==> config.mk <==
export PLATFORM = sky130hd
export DESIGN_NAME = rthr_event_gen
export DESIGN_NICKNAME = d
export VERILOG_FILES = /design/src/rtl/rthr_pkg.sv /design/src/rtl/rthr_rst_sync.sv /design/src/rtl/rthr_edge_det.sv /design/src/rtl/rthr_pend_arb.sv /design/src/rtl/rthr_out_stage.sv /design/src/rtl/rthr_event_gen.sv
export SDC_FILE = /design/constraint.sdc
export NUM_CORES = 1
export LEC_CHECK = 0
export ABC_AREA = 1
export BUFFER_PORTS_ARGS = -buffer_cell sky130_fd_sc_hd__buf_2
export CELL_PAD_IN_SITES_DETAIL_PLACEMENT = 2
export CELL_PAD_IN_SITES_GLOBAL_PLACEMENT = 2
export CORE_MARGIN = 2
export CORE_UTILIZATION = 24
export DETAILED_ROUTE_END_ITERATION = 12
export PLACE_DENSITY_LB_ADDON = 0.3
export SYNTH_ARGS = -nofsm -noshare
export SYNTH_HDL_FRONTEND = slang
export SYNTH_HIERARCHICAL = 1
export SYNTH_SLANG_ARGS = --single-unit
==> constraint.sdc <==
create_clock -name clk -period 1.2 [get_ports clk]
set_input_delay 0.18 -clock clk [delete_from_list [all_inputs] [get_ports clk]]
set_output_delay 0.18 -clock clk [all_outputs]
set_load 0.01 [all_outputs]
==> src/rtl/rthr_pkg.sv <==
package rthr_pkg;
  localparam int unsigned NSRC  = 3;
  localparam int unsigned IDX_W = 2;

  typedef enum logic [1:0] {
    SRC_NONE  = 2'b00,
    SRC_DESC  = 2'b01,
    SRC_TOTAL = 2'b10,
    SRC_POOL  = 2'b11
  } src_code_e;

  function automatic src_code_e idx_to_code(input logic [IDX_W-1:0] idx);
    return src_code_e'(idx + 2'd1);
  endfunction
endpackage

==> src/rtl/rthr_rst_sync.sv <==
module rthr_rst_sync #(
  parameter int unsigned STAGES = 2
) (
  input  logic clk,
  input  logic rst_n,
  output logic rst_sync_n
);
  logic [STAGES-1:0] sync_q;
  logic [STAGES-1:0] sync_d;

  always_comb begin
    sync_d = {sync_q[STAGES-2:0], 1'b1};
  end

  always_ff @(posedge clk or negedge rst_n) begin
    if (!rst_n) sync_q <= '0;
    else        sync_q <= sync_d;
  end

  assign rst_sync_n = sync_q[STAGES-1];
endmodule

==> src/rtl/rthr_edge_det.sv <==
module rthr_edge_det #(
  parameter int unsigned CNT_W = 8
) (
  input  logic             clk,
  input  logic             rst_ni,
  input  logic [CNT_W-1:0] cnt,
  input  logic [CNT_W-1:0] thr,
  output logic             rise
);
  logic hit;
  logic hit_q;

  always_comb begin
    hit = (cnt >= thr);
  end

  always_ff @(posedge clk or negedge rst_ni) begin
    if (!rst_ni) hit_q <= 1'b0;
    else         hit_q <= hit;
  end

  assign rise = hit & ~hit_q;
endmodule

==> src/rtl/rthr_pend_arb.sv <==
module rthr_pend_arb
  import rthr_pkg::*;
(
  input  logic             clk,
  input  logic             rst_ni,
  input  logic             if_en,
  input  logic [NSRC-1:0]  capture,
  input  logic             take,
  output logic             pend_any,
  output logic [IDX_W-1:0] sel_idx,
  output logic [NSRC-1:0]  sel_mask
);
  logic [NSRC-1:0] pend_q;
  logic [NSRC-1:0] pend_d;
  logic            found;

  // lowest index wins: descriptor, total, pool
  always_comb begin
    sel_mask = '0;
    sel_idx  = '0;
    found    = 1'b0;
    for (int i = 0; i < int'(NSRC); i++) begin
      if (pend_q[i] && !found) begin
        found       = 1'b1;
        sel_mask[i] = 1'b1;
        sel_idx     = IDX_W'(i);
      end
    end
  end

  always_comb begin
    if (if_en) pend_d = (pend_q & ~(take ? sel_mask : '0)) | capture;
    else       pend_d = '0;
  end

  always_ff @(posedge clk or negedge rst_ni) begin
    if (!rst_ni) pend_q <= '0;
    else         pend_q <= pend_d;
  end

  assign pend_any = |pend_q;
endmodule

==> src/rtl/rthr_out_stage.sv <==
module rthr_out_stage
  import rthr_pkg::*;
(
  input  logic             clk,
  input  logic             rst_ni,
  input  logic             if_en,
  input  logic             limit_mode,
  input  logic             evt_ready,
  input  logic             pend_any,
  input  logic [IDX_W-1:0] sel_idx,
  output logic             take,
  output logic             out_valid,
  output logic [IDX_W-1:0] out_idx,
  output logic [NSRC-1:0]  arm_clr
);
  logic             vld_q, vld_d;
  logic [IDX_W-1:0] idx_q;
  logic             idx_en;
  logic             accept;
  logic [NSRC-1:0]  clr_q, clr_d;

  always_comb begin
    accept = vld_q & evt_ready;
    take   = if_en & pend_any & (~vld_q | evt_ready);
    idx_en = take;
    if (!if_en)      vld_d = 1'b0;
    else if (take)   vld_d = 1'b1;
    else if (accept) vld_d = 1'b0;
    else             vld_d = vld_q;
  end

  always_comb begin
    clr_d = '0;
    for (int i = 0; i < int'(NSRC); i++) begin
      if (limit_mode && accept && (idx_q == IDX_W'(i))) clr_d[i] = 1'b1;
    end
  end

  always_ff @(posedge clk or negedge rst_ni) begin
    if (!rst_ni) begin
      vld_q <= 1'b0;
      clr_q <= '0;
    end else begin
      vld_q <= vld_d;
      clr_q <= clr_d;
    end
  end

  always_ff @(posedge clk or negedge rst_ni) begin
    if (!rst_ni)     idx_q <= '0;
    else if (idx_en) idx_q <= sel_idx;
  end

  assign out_valid = vld_q;
  assign out_idx   = idx_q;
  assign arm_clr   = clr_q;
endmodule

==> src/rtl/rthr_event_gen.sv <==
module rthr_event_gen
  import rthr_pkg::*;
#(
  parameter int unsigned CNT_W = 8
) (
  input  logic             clk,
  input  logic             rst_n,
  input  logic [CNT_W-1:0] desc_cnt,
  input  logic [CNT_W-1:0] total_cnt,
  input  logic [CNT_W-1:0] pool_cnt,
  input  logic [CNT_W-1:0] desc_thr,
  input  logic [CNT_W-1:0] total_thr,
  input  logic [CNT_W-1:0] pool_thr,
  input  logic [2:0]       src_arm,
  input  logic             evt_if_en,
  input  logic             limit_mode,
  output logic             evt_valid,
  input  logic             evt_ready,
  output logic [1:0]       evt_code,
  output logic [2:0]       arm_clr
);
  logic             rst_i_n;
  logic [CNT_W-1:0] cnt_a [NSRC];
  logic [CNT_W-1:0] thr_a [NSRC];
  logic [NSRC-1:0]  rise;
  logic [NSRC-1:0]  blocked;
  logic [NSRC-1:0]  capture;
  logic [NSRC-1:0]  sel_mask;
  logic [NSRC-1:0]  clr_vec;
  logic             pend_any;
  logic             take;
  logic             out_valid;
  logic [IDX_W-1:0] sel_idx;
  logic [IDX_W-1:0] out_idx;

  assign cnt_a[0] = desc_cnt;
  assign cnt_a[1] = total_cnt;
  assign cnt_a[2] = pool_cnt;
  assign thr_a[0] = desc_thr;
  assign thr_a[1] = total_thr;
  assign thr_a[2] = pool_thr;

  rthr_rst_sync #(.STAGES(2)) u_rst (
    .clk        (clk),
    .rst_n      (rst_n),
    .rst_sync_n (rst_i_n)
  );

  for (genvar g = 0; g < NSRC; g++) begin : g_src
    rthr_edge_det #(.CNT_W(CNT_W)) u_edge (
      .clk    (clk),
      .rst_ni (rst_i_n),
      .cnt    (cnt_a[g]),
      .thr    (thr_a[g]),
      .rise   (rise[g])
    );
    // one-shot: a source whose event is in flight or being disarmed takes no new crossing
    assign blocked[g] = limit_mode &
                        ((out_valid & (out_idx == IDX_W'(g))) |
                         clr_vec[g] | (take & sel_mask[g]));
    assign capture[g] = rise[g] & src_arm[g] & evt_if_en & ~blocked[g];
  end

  rthr_pend_arb u_arb (
    .clk      (clk),
    .rst_ni   (rst_i_n),
    .if_en    (evt_if_en),
    .capture  (capture),
    .take     (take),
    .pend_any (pend_any),
    .sel_idx  (sel_idx),
    .sel_mask (sel_mask)
  );

  rthr_out_stage u_out (
    .clk        (clk),
    .rst_ni     (rst_i_n),
    .if_en      (evt_if_en),
    .limit_mode (limit_mode),
    .evt_ready  (evt_ready),
    .pend_any   (pend_any),
    .sel_idx    (sel_idx),
    .take       (take),
    .out_valid  (out_valid),
    .out_idx    (out_idx),
    .arm_clr    (clr_vec)
  );

  assign evt_valid = out_valid;
  assign evt_code  = out_valid ? idx_to_code(out_idx) : SRC_NONE;
  assign arm_clr   = clr_vec;
endmodule

# Word level (Yosys, flattened, before mapping)
# Index checks and enable logic that the tools add are counted.
# op_classes
n_addsub,1
order_cmp,3
n_eq_ne,3
mux,15
bitwise,41
reduce_logical,10
# op_table
operator,count
$and 1x1->1,24
$ge 8x8->1,3
$mux 1,11
$not 1->1,7
$or 1x1->1,7
$logic_and 1x1->1,6
$mux 3,2
$mux 2,2
$and 3x3->3,1
$ne 3x1->1 const B,1
$not 3->3,1
$or 3x3->3,1
$reduce_or 3->1,1
$add 2x1->2 const B,1
$eq 2x1->1 const B,1
$eq 2x2->1 const B,1
$logic_not 1->1,2
$logic_not 2->1,1
# totals
ff_bits,14
inputBits,56
out_inout_bits,6
word_cells,81

# Longest topological paths before layout
# logic_depth
depth_word,14
depth_mapped,15
ltp_nobuf,15

# Modules after synthesis
# The synthesis kept the hierarchy.
# modules_own_cells
module,instances,cells_each,area_per_inst_um2,seq_area_each_um2
rthr_edge_det,3,39,255.2,25.0
rthr_out_stage,1,26,235.2,150.1
rthr_pend_arb,1,23,170.2,75.1
rthr_event_gen,1,27,147.6,0.0
rthr_rst_sync,1,3,53.8,50.0

# Worst setup path before layout
# OpenSTA, ideal clock, no wires.
# synth_timing
path_type,in2reg
startpoint,input pool_thr[7]
endpoint,register u_arb.pend_q[2]
setup_ns,0.073
arrival_ns,1.244
t_required_ns,1.127
setup_slack_ns,-0.117
cell_stages,12
path_buffers,0
cell_sequence,inv_1 -> ha_1 -> nand2_1 -> nor2_2 -> nand4_1 -> nand3_2 -> nand2_1 -> inv_1 -> nand3_1 -> a21oi_1 -> inv_1 -> a21oi_2
# synth_via
elab_chain_len,7
# synth_lines
element,line_no,source
start: declaration,rthr_event_gen.sv:13,"input logic [CNT_W-1:0] pool_thr,"
$ge 8x8->1,rthr_edge_det.sv:14,hit = (cnt >= thr);
named net g_src[2].u_edge.hit,rthr_edge_det.sv:10,logic hit;
$and 1x1->1,rthr_edge_det.sv:22,assign rise = hit & ~hit_q;
named net rise[2],rthr_event_gen.sv:25,logic [NSRC-1:0] rise;
$and 1x1->1 (3 in a row),rthr_event_gen.sv:61,assign capture[g] = rise[g] & src_arm[g] & evt_if_en & ~blocked[g];
named net capture[2],rthr_event_gen.sv:27,logic [NSRC-1:0] capture;
$or 3x3->3,rthr_pend_arb.sv:32,if (if_en) pend_d = (pend_q & ~(take ? sel_mask : '0)) | capture;
$mux 3,rthr_pend_arb.sv:32,
named net u_arb.pend_d[2],rthr_pend_arb.sv:14,logic [NSRC-1:0] pend_d;
end signal: assignment,rthr_pend_arb.sv:38,else pend_q <= pend_d;
end: declaration,rthr_pend_arb.sv:13,logic [NSRC-1:0] pend_q;
# The timed path passes the listed nets, and every way through them passes these cells.
# A chain may end at the register's enable or synchronous reset.

# Worst setup path after layout
# layout_timing
startpoint,register u_arb.pend_q[1]
endpoint,register u_arb.pend_q[2]
# layout_via
word_cells_on_any_way,18
classes_between,mux (4); bitwise (10); reduce/logical (4)
# layout_rtl
element,line_no,source
$reduce_or 3->1,rthr_pend_arb.sv:41,assign pend_any = |pend_q;
named net pend_any,rthr_event_gen.sv:30,logic pend_any;
$and 1x1->1 (2 in a row),rthr_out_stage.sv:24,take = if_en & pend_any & (~vld_q | evt_ready);
named net take,rthr_event_gen.sv:31,logic take;
$and 1x1->1,rthr_event_gen.sv:60,clr_vec[g] | (take & sel_mask[g]));
$or 1x1->1,rthr_event_gen.sv:60,
$and 1x1->1,rthr_event_gen.sv:58,assign blocked[g] = limit_mode &
$not 1->1,rthr_event_gen.sv:61,
$and 1x1->1,rthr_event_gen.sv:61,
named net capture[2],rthr_event_gen.sv:27,
$or 3x3->3,rthr_pend_arb.sv:32,
$mux 3,rthr_pend_arb.sv:32,
named net u_arb.pend_d[2],rthr_pend_arb.sv:14,
# The timed path passes the listed nets, and every way through them passes these cells.

==> reports/qor.csv <==
metric,value,unit
status,finished with violations,
violations,negative setup slack,
async_reset_ff_share,100,%
setup_violations,5,
cts_tree,yes,
slew_headroom,65.7,%
yosys-top-cells-count,"inv_1, nand2_1, ha_1",
drt_wl_total,4420,um
final-instance-count-excl-fill,357,
use_met3,1.70,%
drt_iter0_drc,9,
globalRouteOverflowTotal,0,
yosysSeqAreaShare,25.5,%
grt_use_total,15.0,%
drive_above_1_share,52.6,%
hold_viol,0,
yosys-top-cells-area,"dfrtp_1, ha_1, inv_1",
leakage,1.31,nW
finalSetupTns,-0.676,ns
antenna_left,0,
synth_top_cell_by_area,dfrtp_1,
initial_core_util,24.9,%
slowest_delay,0.40,ns
p_per_area,745,nW/um^2
synthToLayoutAreaGrowth,64.7,%
synth_top_area_share,25.5,%
clockRootBuffer,clkbuf_8,
arrival,1.54,ns
dp_hpwl,3580,um
synth_flop_cell,dfrtp_1,
period_share,114,%
die_h,79.6,um
tightest_slew,0.514,ns
crit_required,1.37,ns
dp_cells,343,
drc,0,
fmax,729,MHz
crit_path_max_fanout,4,
clkSlewWorstSetupHoldPaths,0.06,ns
diodes,0,
path_cells,"nor2_2, nand2_2, nand2_2, inv_2, nand2_4, inv_4, nand2_1, nand3_2, a21oi_2, inv_1, a21oi_2",
detail_route.first_pass.iterations,4,
syn-instance-count,196,
rsz0062_at_grt,yes,
fin_nets,369,
grt_max_degree,13,
grt_pass1_vias,1737,
hold_class,reg2async,
coreArea,5510,um^2
cts_inserted_buffers,3,
cp_num_buf_inv,3,
antenna_found_initial,0,
synth.cell_area,1370,um^2
ios,62,
crit_path_start_kind,flip-flop,
htree_levels,1,
busiest_layer,met2,
die_x,79.6,um
endpoint_kind,flip-flop,
gr-usage-met2,30.4,%
max-clock-path-buffers,2,
synthesis.nets,279,
ys_types,18,
drv_cap,0,
grt_util_met1,16.2,%
slew_viol_final,0,
synth_most_common_cell,inv_1,
wl_per_cell,12.4,um
grt_pass1_wl,7480,um
min_period,1.37,ns
final_core_util,41.1,%
skew,0.00303,ns
power.total,1.69,mW
avgSynthCellArea,7.00,um^2
ys_warn_count,6,
io_buffers,61,
place_congestion,0.699,
ys_ff_latch,14,
crit_type,reg2reg,
clock_latency,0.24,ns
synth_edf_count,0,
vias_per_cell,4.30,
cp_slowest_cell,dfrtp_1,
critPathTopFamily,simple AND/OR/NAND/NOR gates,
via_count,1535,
die_area,6340,um^2
vdd_drop_max,0.314,mV
fin_ws,-0.172,ns
cts_sinks,14,
row_count,27,
[flip-flops by register name, indices dropped and copies added (netlist names)]
name and flops:
u_out/out_valid 1, u_rst/sync_q 2, u_arb/pend_q 3, u_out/out_idx 2
u_out/arm_clr 3, g_src.u_edge/hit_q 3
[through the flow]
step | worst slack, ns | instance area (um^2) | hold WS, ns
2_1_floorplan | -0.0453 | 1520 | -0.116
4_1_cts | -0.160 | 2200 | 0.228
3_5_place_dp | -0.350 | 2020 | -0.0306
5_1_grt | -0.257 | 2260 | 0.242
6_report | -0.172 | 2260 | 0.209
3_3_place_gp | -0.260 | 2020 | -0.0335
[repair_timing]
action                                  in CTS  in global routing
pin swaps                                   10                 12
resized for setup                           11                 20
endpoints found under the setup margin       5                  8
setup buffers                               10                  1
hold endpoints to repair                     2                  0
hold buffers                                 1                  0
[placed cells by master, fill, tap and decap left out, drive strengths merged]
| cell | instances |
|---|---|
| conb | 1 |
| ha | 27 |
| inv | 56 |
| nor3 | 3 |
| a21oi | 12 |
| nand4 | 3 |
| dfrtp | 14 |
| clkbuf | 4 |
| o21ai | 1 |
| nor2 | 15 |
| buf | 86 |
| nand2 | 46 |
| a21o | 3 |
| dlygate4sd3 | 1 |
| nand3 | 13 |
[power breakdown]
group	leakage [nW]	switching (mW)	internal, mW	total [mW]
Combinational	1.10	0.343	0.347	0.690
Clock	0.0288	0.170	0.290	0.460
Sequential	0.184	0.0279	0.507	0.535
[metal layers]
layer | wire (um) | up-vias
li1 | - | 772
met3 | 141 | 4
met1 | 1730 | 724
met4 | 70 | 0
met5 | 0 | -
met2 | 2470 | 35
[cell type report]
cell class                      instances  area [um^2]
Clock buffer                            4         55.1
Fill cell                             662         3250
Inverter                               56          228
Multi-Input combinational cell        124         1020
Sequential cell                        14          350
Tap cell                               72         90.1
Timing Repair Buffer                   87          517
[cell families after synthesis]
family,after synthesis,synth area share (%)
simple gates,80,26.3
buf+inv,58,16.4
fa+ha+maj,27,24.6
compound gates,16,6.93
flops,14,25.5
other cells,1,0.273
[path summary, 6_finish.rpt]
kind                                 start              end  slack, ns  depth (start not counted)
max                        u_arb/pend_q[1]  u_arb/pend_q[2]      -0.17                         11
min                        u_rst/sync_q[1]  u_arb/pend_q[0]       0.21                          0
max reg2reg                u_arb/pend_q[1]  u_arb/pend_q[2]      -0.17                         11
min reg2reg                u_rst/sync_q[1]  u_arb/pend_q[0]       0.21                          0
max in group asynchronous  u_rst/sync_q[1]  u_arb/pend_q[1]       0.65                          0
min in group clk                 evt_ready  u_out/out_valid       0.25                          4
Note: power is estimated with default switching activity, not from simulation.
